===== src/rtl/init_pulse_pkg.sv =====
package init_pulse_pkg;
  typedef struct packed {
    logic shutdown;
    logic fast;
    logic rstctl;
    logic kbc;
  } trig_src_t;
endpackage


===== src/rtl/init_port_regs.sv =====
module init_port_regs (
  input  logic       clk,
  input  logic       rst_n,
  input  logic       fast_wr_i,
  input  logic [7:0] fast_wdata_i,
  input  logic       rstctl_wr_i,
  input  logic [7:0] rstctl_wdata_i,
  output logic       fast_trig_o,
  output logic       rstctl_trig_o
);
  logic fast_bit_q;
  logic cpurst_bit_q;

  assign fast_trig_o   = fast_wr_i && fast_wdata_i[0] && !fast_bit_q;
  assign rstctl_trig_o = rstctl_wr_i && !rstctl_wdata_i[1] && rstctl_wdata_i[2] && !cpurst_bit_q;

  always_ff @(posedge clk) begin
    if (!rst_n) begin
      fast_bit_q   <= 1'b0;
      cpurst_bit_q <= 1'b0;
    end else begin
      if (fast_wr_i)   fast_bit_q   <= fast_wdata_i[0];
      if (rstctl_wr_i) cpurst_bit_q <= rstctl_wdata_i[2];
    end
  end

  AST_FAST_STORED: assert property (@(posedge clk) disable iff (!rst_n)
    fast_trig_o |=> fast_bit_q);
  AST_CPURST_STORED: assert property (@(posedge clk) disable iff (!rst_n)
    rstctl_trig_o |=> cpurst_bit_q);
endmodule


===== src/rtl/init_kbc_arm.sv =====
module init_kbc_arm #(
  parameter int SLP_W      = 3,
  parameter int DEEP_LEVEL = 3
) (
  input  logic             clk,
  input  logic             rst_n,
  input  logic             kbc_rst_n_i,
  input  logic [SLP_W-1:0] slp_state_i,
  output logic             kbc_trig_o
);
  logic armed_q;
  logic deep;

  assign deep       = (slp_state_i >= SLP_W'(DEEP_LEVEL));
  assign kbc_trig_o = armed_q && !kbc_rst_n_i && !deep;

  always_ff @(posedge clk) begin
    if (!rst_n)           armed_q <= 1'b1;
    else if (kbc_rst_n_i) armed_q <= 1'b1;
    else if (kbc_trig_o)  armed_q <= 1'b0;
  end

  AST_KBC_DISARM: assert property (@(posedge clk) disable iff (!rst_n)
    kbc_trig_o |=> !armed_q);
  AST_KBC_DEEP: assert property (@(posedge clk) disable iff (!rst_n)
    deep |-> !kbc_trig_o);
endmodule


===== src/rtl/init_pulse_timer.sv =====
module init_pulse_timer #(
  parameter int PULSE_LEN = 16,
  localparam int CW = (PULSE_LEN > 1) ? $clog2(PULSE_LEN) : 1
) (
  input  logic clk,
  input  logic rst_n,
  input  logic trig_i,
  input  logic st_req_i,
  input  logic clk_stop_n_i,
  output logic active_o,
  output logic st_active_o
);
  logic          active_q;
  logic          pend_q;
  logic          st_q;
  logic [CW-1:0] cnt_q;
  logic          run;
  logic          last;

  assign run  = clk_stop_n_i;
  assign last = (cnt_q == CW'(PULSE_LEN - 1));

  always_ff @(posedge clk) begin
    if (!rst_n) begin
      active_q <= 1'b0;
      pend_q   <= 1'b0;
      st_q     <= 1'b0;
      cnt_q    <= '0;
    end else if (active_q) begin
      if (run) begin
        if (last) begin
          active_q <= 1'b0;
          st_q     <= 1'b0;
          cnt_q    <= '0;
        end else begin
          cnt_q <= cnt_q + 1'b1;
        end
      end
    end else if (pend_q) begin
      if (run) begin
        pend_q   <= 1'b0;
        active_q <= 1'b1;
      end
    end else if (trig_i) begin
      st_q <= st_req_i;
      if (run) active_q <= 1'b1;
      else     pend_q   <= 1'b1;
    end
  end

  assign active_o    = active_q;
  assign st_active_o = active_q && st_q;

  AST_PULSE_HOLD: assert property (@(posedge clk) disable iff (!rst_n)
    active_q && !last |=> active_q);
  AST_STOP_FREEZE: assert property (@(posedge clk) disable iff (!rst_n)
    active_q && !run |=> active_q && $stable(cnt_q));
  AST_STOP_NO_START: assert property (@(posedge clk) disable iff (!rst_n)
    !active_q && !run |=> !active_q);
  AST_NO_RESTART: assert property (@(posedge clk) disable iff (!rst_n)
    active_q && trig_i && run && !last |=> cnt_q == $past(cnt_q) + 1'b1);
endmodule


===== src/rtl/init_pulse_gen.sv =====
module init_pulse_gen #(
  parameter int PULSE_LEN  = 16,
  parameter int SLP_W      = 3,
  parameter int DEEP_LEVEL = 3
) (
  input  logic             clk,
  input  logic             rst_n,
  input  logic             shutdown_i,
  input  logic             fast_wr_i,
  input  logic [7:0]       fast_wdata_i,
  input  logic             rstctl_wr_i,
  input  logic [7:0]       rstctl_wdata_i,
  input  logic             kbc_rst_n_i,
  input  logic             clk_stop_n_i,
  input  logic [SLP_W-1:0] slp_state_i,
  input  logic             selftest_en_i,
  output logic             init_n_o,
  output logic             init2_n_o,
  output logic             selftest_o
);
  import init_pulse_pkg::*;

  trig_src_t src;
  logic      any_trig;
  logic      active;

  assign src.shutdown = shutdown_i;

  init_port_regs u_ports (
    .clk            (clk),
    .rst_n          (rst_n),
    .fast_wr_i      (fast_wr_i),
    .fast_wdata_i   (fast_wdata_i),
    .rstctl_wr_i    (rstctl_wr_i),
    .rstctl_wdata_i (rstctl_wdata_i),
    .fast_trig_o    (src.fast),
    .rstctl_trig_o  (src.rstctl)
  );

  init_kbc_arm #(.SLP_W(SLP_W), .DEEP_LEVEL(DEEP_LEVEL)) u_kbc (
    .clk         (clk),
    .rst_n       (rst_n),
    .kbc_rst_n_i (kbc_rst_n_i),
    .slp_state_i (slp_state_i),
    .kbc_trig_o  (src.kbc)
  );

  assign any_trig = |src;

  init_pulse_timer #(.PULSE_LEN(PULSE_LEN)) u_timer (
    .clk          (clk),
    .rst_n        (rst_n),
    .trig_i       (any_trig),
    .st_req_i     (src.rstctl && selftest_en_i),
    .clk_stop_n_i (clk_stop_n_i),
    .active_o     (active),
    .st_active_o  (selftest_o)
  );

  assign init_n_o  = !active;
  assign init2_n_o = !active;

  AST_SELFTEST_IN_PULSE: assert property (@(posedge clk) disable iff (!rst_n)
    selftest_o |-> !init_n_o);
  AST_LOCKSTEP: assert property (@(posedge clk) disable iff (!rst_n)
    init_n_o == init2_n_o);
  AST_SHUTDOWN_FIRES: assert property (@(posedge clk) disable iff (!rst_n)
    shutdown_i && init_n_o && clk_stop_n_i |=> !init_n_o);
endmodule


===== config.mk =====
export PLATFORM = sky130hd
export DESIGN_NAME = init_pulse_gen
export DESIGN_NICKNAME = d
export VERILOG_FILES = /design/src/rtl/init_pulse_pkg.sv /design/src/rtl/init_port_regs.sv /design/src/rtl/init_kbc_arm.sv /design/src/rtl/init_pulse_timer.sv /design/src/rtl/init_pulse_gen.sv
export SDC_FILE = /design/constraint.sdc
export NUM_CORES = 1
export LEC_CHECK = 0
export BUFFER_PORTS_ARGS = -buffer_cell sky130_fd_sc_hd__buf_4
export CORE_AREA = 4 4 41 43
export CTS_BUF_LIST = sky130_fd_sc_hd__clkbuf_16
export DETAILED_ROUTE_END_ITERATION = 8
export DIE_AREA = 0 0 45 47
export PLACE_DENSITY = 0.68
export RECOVER_POWER = 25
export REMOVE_ABC_BUFFERS = 1
export SLEW_MARGIN = 5
export SYNTH_ARGS = -nofsm -noshare
export SYNTH_HDL_FRONTEND = slang
export SYNTH_HIERARCHICAL = 1
export SYNTH_SLANG_ARGS = --single-unit
export TNS_END_PERCENT = 1

===== constraint.sdc =====
create_clock -name clk -period 2 [get_ports clk]
set_input_delay 0.4 -clock clk [delete_from_list [all_inputs] [get_ports clk]]
set_output_delay 0.4 -clock clk [all_outputs]
set_load 0.005 [all_outputs]

==> metrics, run 1 <==
max cap viols=0; synth warn=6; CTS resizes=0; sequential power share=0.344; ant diodes=0; final core utilization=0.539; gpl congestion=0.793; minimum clock period=1.58 ns; die footprint=roughly 2100 um^2; largest net degree at the start of global routing=10; CTS tree=done; Critical Setup Path Class=reg2reg; Synth area leaders=dfxtp_1 40%, nand3_1 8.1%, a21oi_1 4.0%; H-tree level count=1; Crit Reg-Reg Endpoint=u_timer/st_q$_SDFFE_PN0P_; R2R Setup Slk=0.42 ns; total CTS buffers=3; Nets=106; Area Growth Syn to Fin=41.7%; Final Cycle Share=0.790; Multi-input gate area=between 200 and 300 um^2; Post-Syn Area per Cell=8.54 um^2; CP Data Arrival Time=1.76 ns; Switching Share=0.201; io pins=30; Worst Hold Launch=kbc_rst_n_i; Setup crit start kind=register; Clock Latency Late Sink=0.24 ns; vias in the first global route=372; max-slew violations=0; Mapped Area=495 um^2; number of synthesized flops with an enable pin=0; first-pass GRT wire length=between 1500 and 2000 um; Rel. slew slack=0.808; Sink Count=10; Top FF cell, synth=dfxtp_1; Total Routed Length=about 1100 um; hold path endpoint=u_kbc/armed_q$_SDFFE_PP1P_; Worst Setup End Kind=register; cts hold-fix bufs=0; Peak Freq=633 MHz; clock skew=0.00199 ns; Fill cells=approximately 120; Total Power=0.639 mW; internal power=0.510 mW; commonest cells in the netlist=10 x dfxtp_1, 8 x nand3_1, 5 x inv_1; dominant cell by count in the synthesized netlist=dfxtp_1; vias per std cell=5.25; Vias=483; number of remaining DRC errors=0; Post-Syn Instances=a little under 60; combinational power share=0.102; Min-Delay Path Depth=3; Leak Pwr=0.309 nW; status=completed; Initial Util=0.381; Clk pwr share=0.554; dominant cell type by area after synthesis=dfxtp_1; gr ovfl total=0; port buffer count=16; Core Region=1300 um^2; Max VDD drop=0.685 mV; Pwr Density=910 nW/um^2; share of cells above drive strength 1=0.312; P_sw=roughly 0.13 mW; worst r2r src=u_ports/cpurst_bit_q$_SDFFE_PN0P_; Register Area=200 um^2; FF+latch count, synth=10; Final Hold Vio Count=0; deepest clock path buffer count=2; Async SR Flop Fraction=0; post-synthesis cell type count=27; Max Fanout on Critical Path=3; wire per inst=11.7 um; Die Y=47 um; Setup TNS Final=0 ns; initial drt markers=9; initial antenna violation count=0; Detailed Routing Iterations Pass 1=4; Reg clk slew, reported paths=approximately 0.040 ns; Slew @ Worst Pin=0.288 ns; row count=13; root buffer cell=clkbuf_16; RSZ-0062 raised after global routing=false; class of the worst hold path=in2reg; Final ANT Viol Nets=0; setup bufs post-CTS=0; Tot GR Track Use=0.113; final setup vio count=0; top cell type's share of synthesized area=0.404; reg2reg path depth=5; worst endpoint required time=2.18 ns; final hold slack=0.397 ns; Die X=45 um; sequential-to-total area share from yosys stat=0.404
==> worst max path at each step <==
stage	from	endpoint	cells past startpoint
after detailed placement	rstctl_wdata_i[2]	u_timer/st_q$_SDFFE_PN0P_	6
after CTS	u_ports/cpurst_bit_q$_SDFFE_PN0P_	u_timer/st_q$_SDFFE_PN0P_	5
final	u_ports/cpurst_bit_q$_SDFFE_PN0P_	u_timer/st_q$_SDFFE_PN0P_	5
after floorplan	rstctl_wdata_i[1]	u_timer/st_q$_SDFFE_PN0P_	5
after global routing	u_ports/cpurst_bit_q$_SDFFE_PN0P_	u_timer/st_q$_SDFFE_PN0P_	5
after global placement	rstctl_wdata_i[2]	u_timer/st_q$_SDFFE_PN0P_	6
==> critical path, cell delays in order (launching register included) <==
cell      delay (ns)
dfxtp_1         0.31
and4bb_1        0.19
or4_1           0.58
nor3b_1         0.18
nand4b_1        0.18
nand3_1         0.08
==> registers in the layout, summed over array words and instances (netlist names) <==
| register | cells |
|---|---|
| u_ports/cpurst_bit_q | 1 |
| u_ports/fast_bit_q | 1 |
| u_timer/active_o | 1 |
| u_timer/st_q | 1 |
| u_timer/cnt_q | 4 |
| u_kbc/armed_q | 1 |
| u_timer/pend_q | 1 |
==> power by group through the flow <==
stage,sequential (mW),clock (mW),combinational [mW]
after floorplan,0.221,0,0.0316
after detailed placement,0.223,0,0.0660
after CTS,0.220,0.357,0.0667
after global placement,0.222,0,0.0646
after global routing,0.221,0.371,0.0723
final,0.220,0.354,0.0652
==> kinds of logic (layout without fill, tap and decap cells) <==
kind of cell,Yosys count,after routing,share of synthesized area
multiplexers,1,1,0.0202
AND/OR/NAND/NOR,29,29,0.364
adder cells (fa/ha/maj),1,1,0.0252
flip-flops,10,10,0.404
buffers and inverters,6,25,0.0530
AO/OA/AOI/OAI,10,10,0.116
XOR/XNOR,1,1,0.0177
==> cell usage in the layout (no fill, tap or decap) <==
| cell type | Yosys | routed |
|---|---|---|
| nor3b_1 | 1 | 1 |
| or3b_1 | 1 | 1 |
| ha_1 | 1 | 1 |
| clkbuf_16 | 0 | 3 |
| nor2b_1 | 2 | 2 |
| nor2_1 | 2 | 2 |
| nand2_1 | 4 | 4 |
| a21oi_1 | 4 | 4 |
| a21oi_2 | 1 | 1 |
| or4_1 | 1 | 1 |
| mux2i_1 | 1 | 1 |
| dfxtp_1 | 10 | 10 |
| and2b_2 | 1 | 1 |
| nor3_1 | 1 | 1 |
| xor2_1 | 1 | 1 |
| nor3b_2 | 1 | 1 |
| or3_1 | 1 | 1 |
| inv_1 | 5 | 5 |
| nand4b_1 | 1 | 1 |
| o21ai_0 | 3 | 3 |
| and4bb_1 | 1 | 1 |
| nand3_1 | 8 | 8 |
| nand2b_1 | 1 | 1 |
| a31oi_1 | 1 | 1 |
| clkinv_1 | 0 | 1 |
| nand2_2 | 1 | 1 |
| a21boi_0 | 0 | 1 |
| and2_2 | 2 | 2 |
| buf_4 | 1 | 15 |
| clkbuf_1 | 0 | 1 |
==> per-layer routing <==
metal | GRT usage | up-vias | share of wire | wire (um)
met1 | 0.136 | 229 | 0.45 | 482
li1 | - | 239 | - | -
met2 | 0.158 | 11 | 0.48 | 518
met3 | 0.0460 | 4 | 0.059 | 64
met4 | 0.0877 | 0 | 0.013 | 14
met5 | 0 | - | 0 | 0
==> final cells by class <==
| type | instances | share of cell area |
|---|---|---|
| Clock inverter | 1 | 0.00535 |
| Clock buffer | 3 | 0.107 |
| Multi-Input combinational cell | 42 | 0.383 |
| Tap cell | 15 | 0.0267 |
| Inverter | 5 | 0.0267 |
| Sequential cell | 10 | 0.285 |
| Timing Repair Buffer | 16 | 0.166 |
==> per-stage QoR <==
| step | area (um^2) | setup WS, ns | cells |
|---|---|---|---|
| 2_1_floorplan | 488 | 0.417 | 57 |
| 3_3_place_gp | 627 | 0.233 | 88 |
| 3_5_place_dp | 627 | 0.207 | 88 |
| 4_1_cts | 706 | 0.419 | 92 |
| 5_1_grt | 702 | 0.343 | 92 |
| 6_report | 702 | 0.420 | 92 |
(Power assumes the default switching activity.)
==> inputs of run 2 (changes only) <==
--- a/config.mk
+++ b/config.mk
@@ -6,10 +6,10 @@
 export NUM_CORES = 1
 export LEC_CHECK = 0
 export BUFFER_PORTS_ARGS = -buffer_cell sky130_fd_sc_hd__buf_4
-export CORE_AREA = 4 4 41 43
+export CORE_MARGIN = 4
+export CORE_UTILIZATION = 36
 export CTS_BUF_LIST = sky130_fd_sc_hd__clkbuf_16
 export DETAILED_ROUTE_END_ITERATION = 8
-export DIE_AREA = 0 0 45 47
 export PLACE_DENSITY = 0.68
 export RECOVER_POWER = 25
 export REMOVE_ABC_BUFFERS = 1
==> constraint.sdc (replaced) <==
create_clock -name clk -period 1.35 [get_ports clk]
set_input_delay 0.27 -clock clk [delete_from_list [all_inputs] [get_ports clk]]
set_output_delay 0.27 -clock clk [all_outputs]
set_load 0.005 [all_outputs]
==> run 2 against run 1 <==
Final area rose by 3.6%; highest routed layer is now met3; register-to-register slack got worse by 0.54 ns; clock skew about the same; the run now ends with negative setup slack left; largest power group unchanged.
==> metrics, run 2 (synthesis results as in run 1) <==
port buffer count=16; die footprint=2030 um^2; initial antenna violation count=0; Area Growth Syn to Fin=46.7%; CTS tree=done; Core Region=1300 um^2; first-pass GRT wire length=1710 um; max FFs per register=4; max-slew violations=0; non-filler instance count after layout=92; commonest non-fill, non-tap cells in the layout=17 x buf_4, 8 x dfxtp_1, 8 x nand3_1; Vias=between 400 and 500; class of the worst hold path=in2reg; clock skew=roughly 0.0019 ns; share of cells above drive strength 1=0.390; DP Wirelength=769 um; CP Data Arrival Time=1.64 ns; Max Fanout on Critical Path=3; io pins=30; Pwr Density=1290 nW/um^2; Sink Count=10; Final ANT Viol Nets=0; Register Area=approximately 200 um^2; Slew @ Worst Pin=0.197 ns; final hold slack=roughly 0.26 ns; failing checks=negative setup slack; sequential power share=0.350; Rel. slew slack=0.869; Clock Latency Late Sink=approximately 0.23 ns; H-tree level count=1; Setup crit start kind=register; Setup TNS Final=-0.170 ns; status=complete, but fails checks; Final Hold Vio Count=0; Clk pwr share=0.537; initial drt markers=2; Switching Share=0.190; RSZ-0062 raised after global routing=true; internal power=between 0.7 and 0.8 mW; Max VDD drop=0.886 mV; max cap viols=0; largest net degree at the start of global routing=10; vias per std cell=~5.1; combinational power share=0.113; cts hold-fix bufs=0; Final Cycle Share=1.09; Post-Place Setup Slack=-0.274 ns; root buffer cell=clkbuf_16; Peak Freq=a little under 700 MHz; Die Y=45.1 um; Initial Util=0.381; row count=13; final setup vio count=2; number of remaining DRC errors=0; Tot GR Track Use=0.121; Worst Setup End Kind=register; gpl congestion=around 0.79; worst endpoint required time=1.52 ns; Total Routed Length=1010 um; Multi-input gate area=284 um^2; Critical Setup Path Class=reg2reg; ant diodes=0; commonest non-fill, non-tap cell in the layout=buf_4; Min-Delay Path Depth=3; reg2reg path depth=5; final worst slack=-0.119 ns; Die X=between 40 and 50 um; gr ovfl total=0; Fill cells=between 100 and 150; minimum clock period=1.47 ns; Reg with most FFs=u_timer/cnt_q; vias in the first global route=416; placed cell count=89; Detailed Routing Iterations Pass 1=2; total CTS buffers=3; Nets=107; deepest clock path buffer count=2; wire per inst=10.9 um; P_sw=0.179 mW; setup bufs post-CTS=0; Leak Pwr=~0.32 nW; Reg clk slew, reported paths=0.04 ns
[run 2: per-stage QoR]
stage / total power [mW] / util / area [um^2]
after global routing: 0.994 / 0.559 / 727
final: 0.941 / 0.559 / 727
after detailed placement: 0.429 / 0.488 / 634
after global placement: 0.428 / 0.488 / 634
after CTS: 0.956 / 0.558 / 726
after floorplan: 0.374 / - / 488
[run 2: power groups by stage]
stage | Clock, mW | Sequential [mW] | Combinational (mW)
2_1_floorplan | 0 | 0.327 | 0.0468
3_3_place_gp | 0 | 0.330 | 0.0982
3_5_place_dp | 0 | 0.330 | 0.0992
4_1_cts | 0.520 | 0.329 | 0.107
5_1_grt | 0.545 | 0.331 | 0.118
6_report | 0.505 | 0.329 | 0.106
[run 2: final cells by class]
type	count	area share
timing repair buffer	17	0.176
tap	15	0.0258
inverter	5	0.0258
sequential	10	0.279
clock buffer	3	0.103
multi-input combinational	42	0.391
[run 2: critical path: stages, from the launching register on]
cell      delay, ns
dfxtp_2        0.32
and4bb_1       0.20
or4_4          0.49
nor3b_4        0.17
nand4b_1       0.16
nand3_1        0.08
[run 2: per-layer routing]
metal  routed length, um  track usage
met1                 419        0.133
met2                 500        0.192
met3                  86       0.0757
met4                   0       0.0351
met5                   0            0
[run 2: timing repair]
| action | in CTS | in global routing |
|---|---|---|
| pin swaps | 1 | 0 |
| cloned | 0 | 0 |
| endpoints found under the setup margin | 3 | 4 |
| resized for setup | 4 | 1 |
| hold endpoints to repair | 0 | 0 |
[run 2: final timing paths]
check                                     from                            end  slack (ns)
max          u_ports/cpurst_bit_q$_SDFFE_PN0P_      u_timer/st_q$_SDFFE_PN0P_       -0.12
min                                kbc_rst_n_i     u_kbc/armed_q$_SDFFE_PP1P_        0.26
min reg2reg      u_timer/cnt_q[1]$_SDFFE_PN0P_  u_timer/cnt_q[1]$_SDFFE_PN0P_        0.48
max reg2reg  u_ports/cpurst_bit_q$_SDFFE_PN0P_      u_timer/st_q$_SDFFE_PN0P_       -0.12
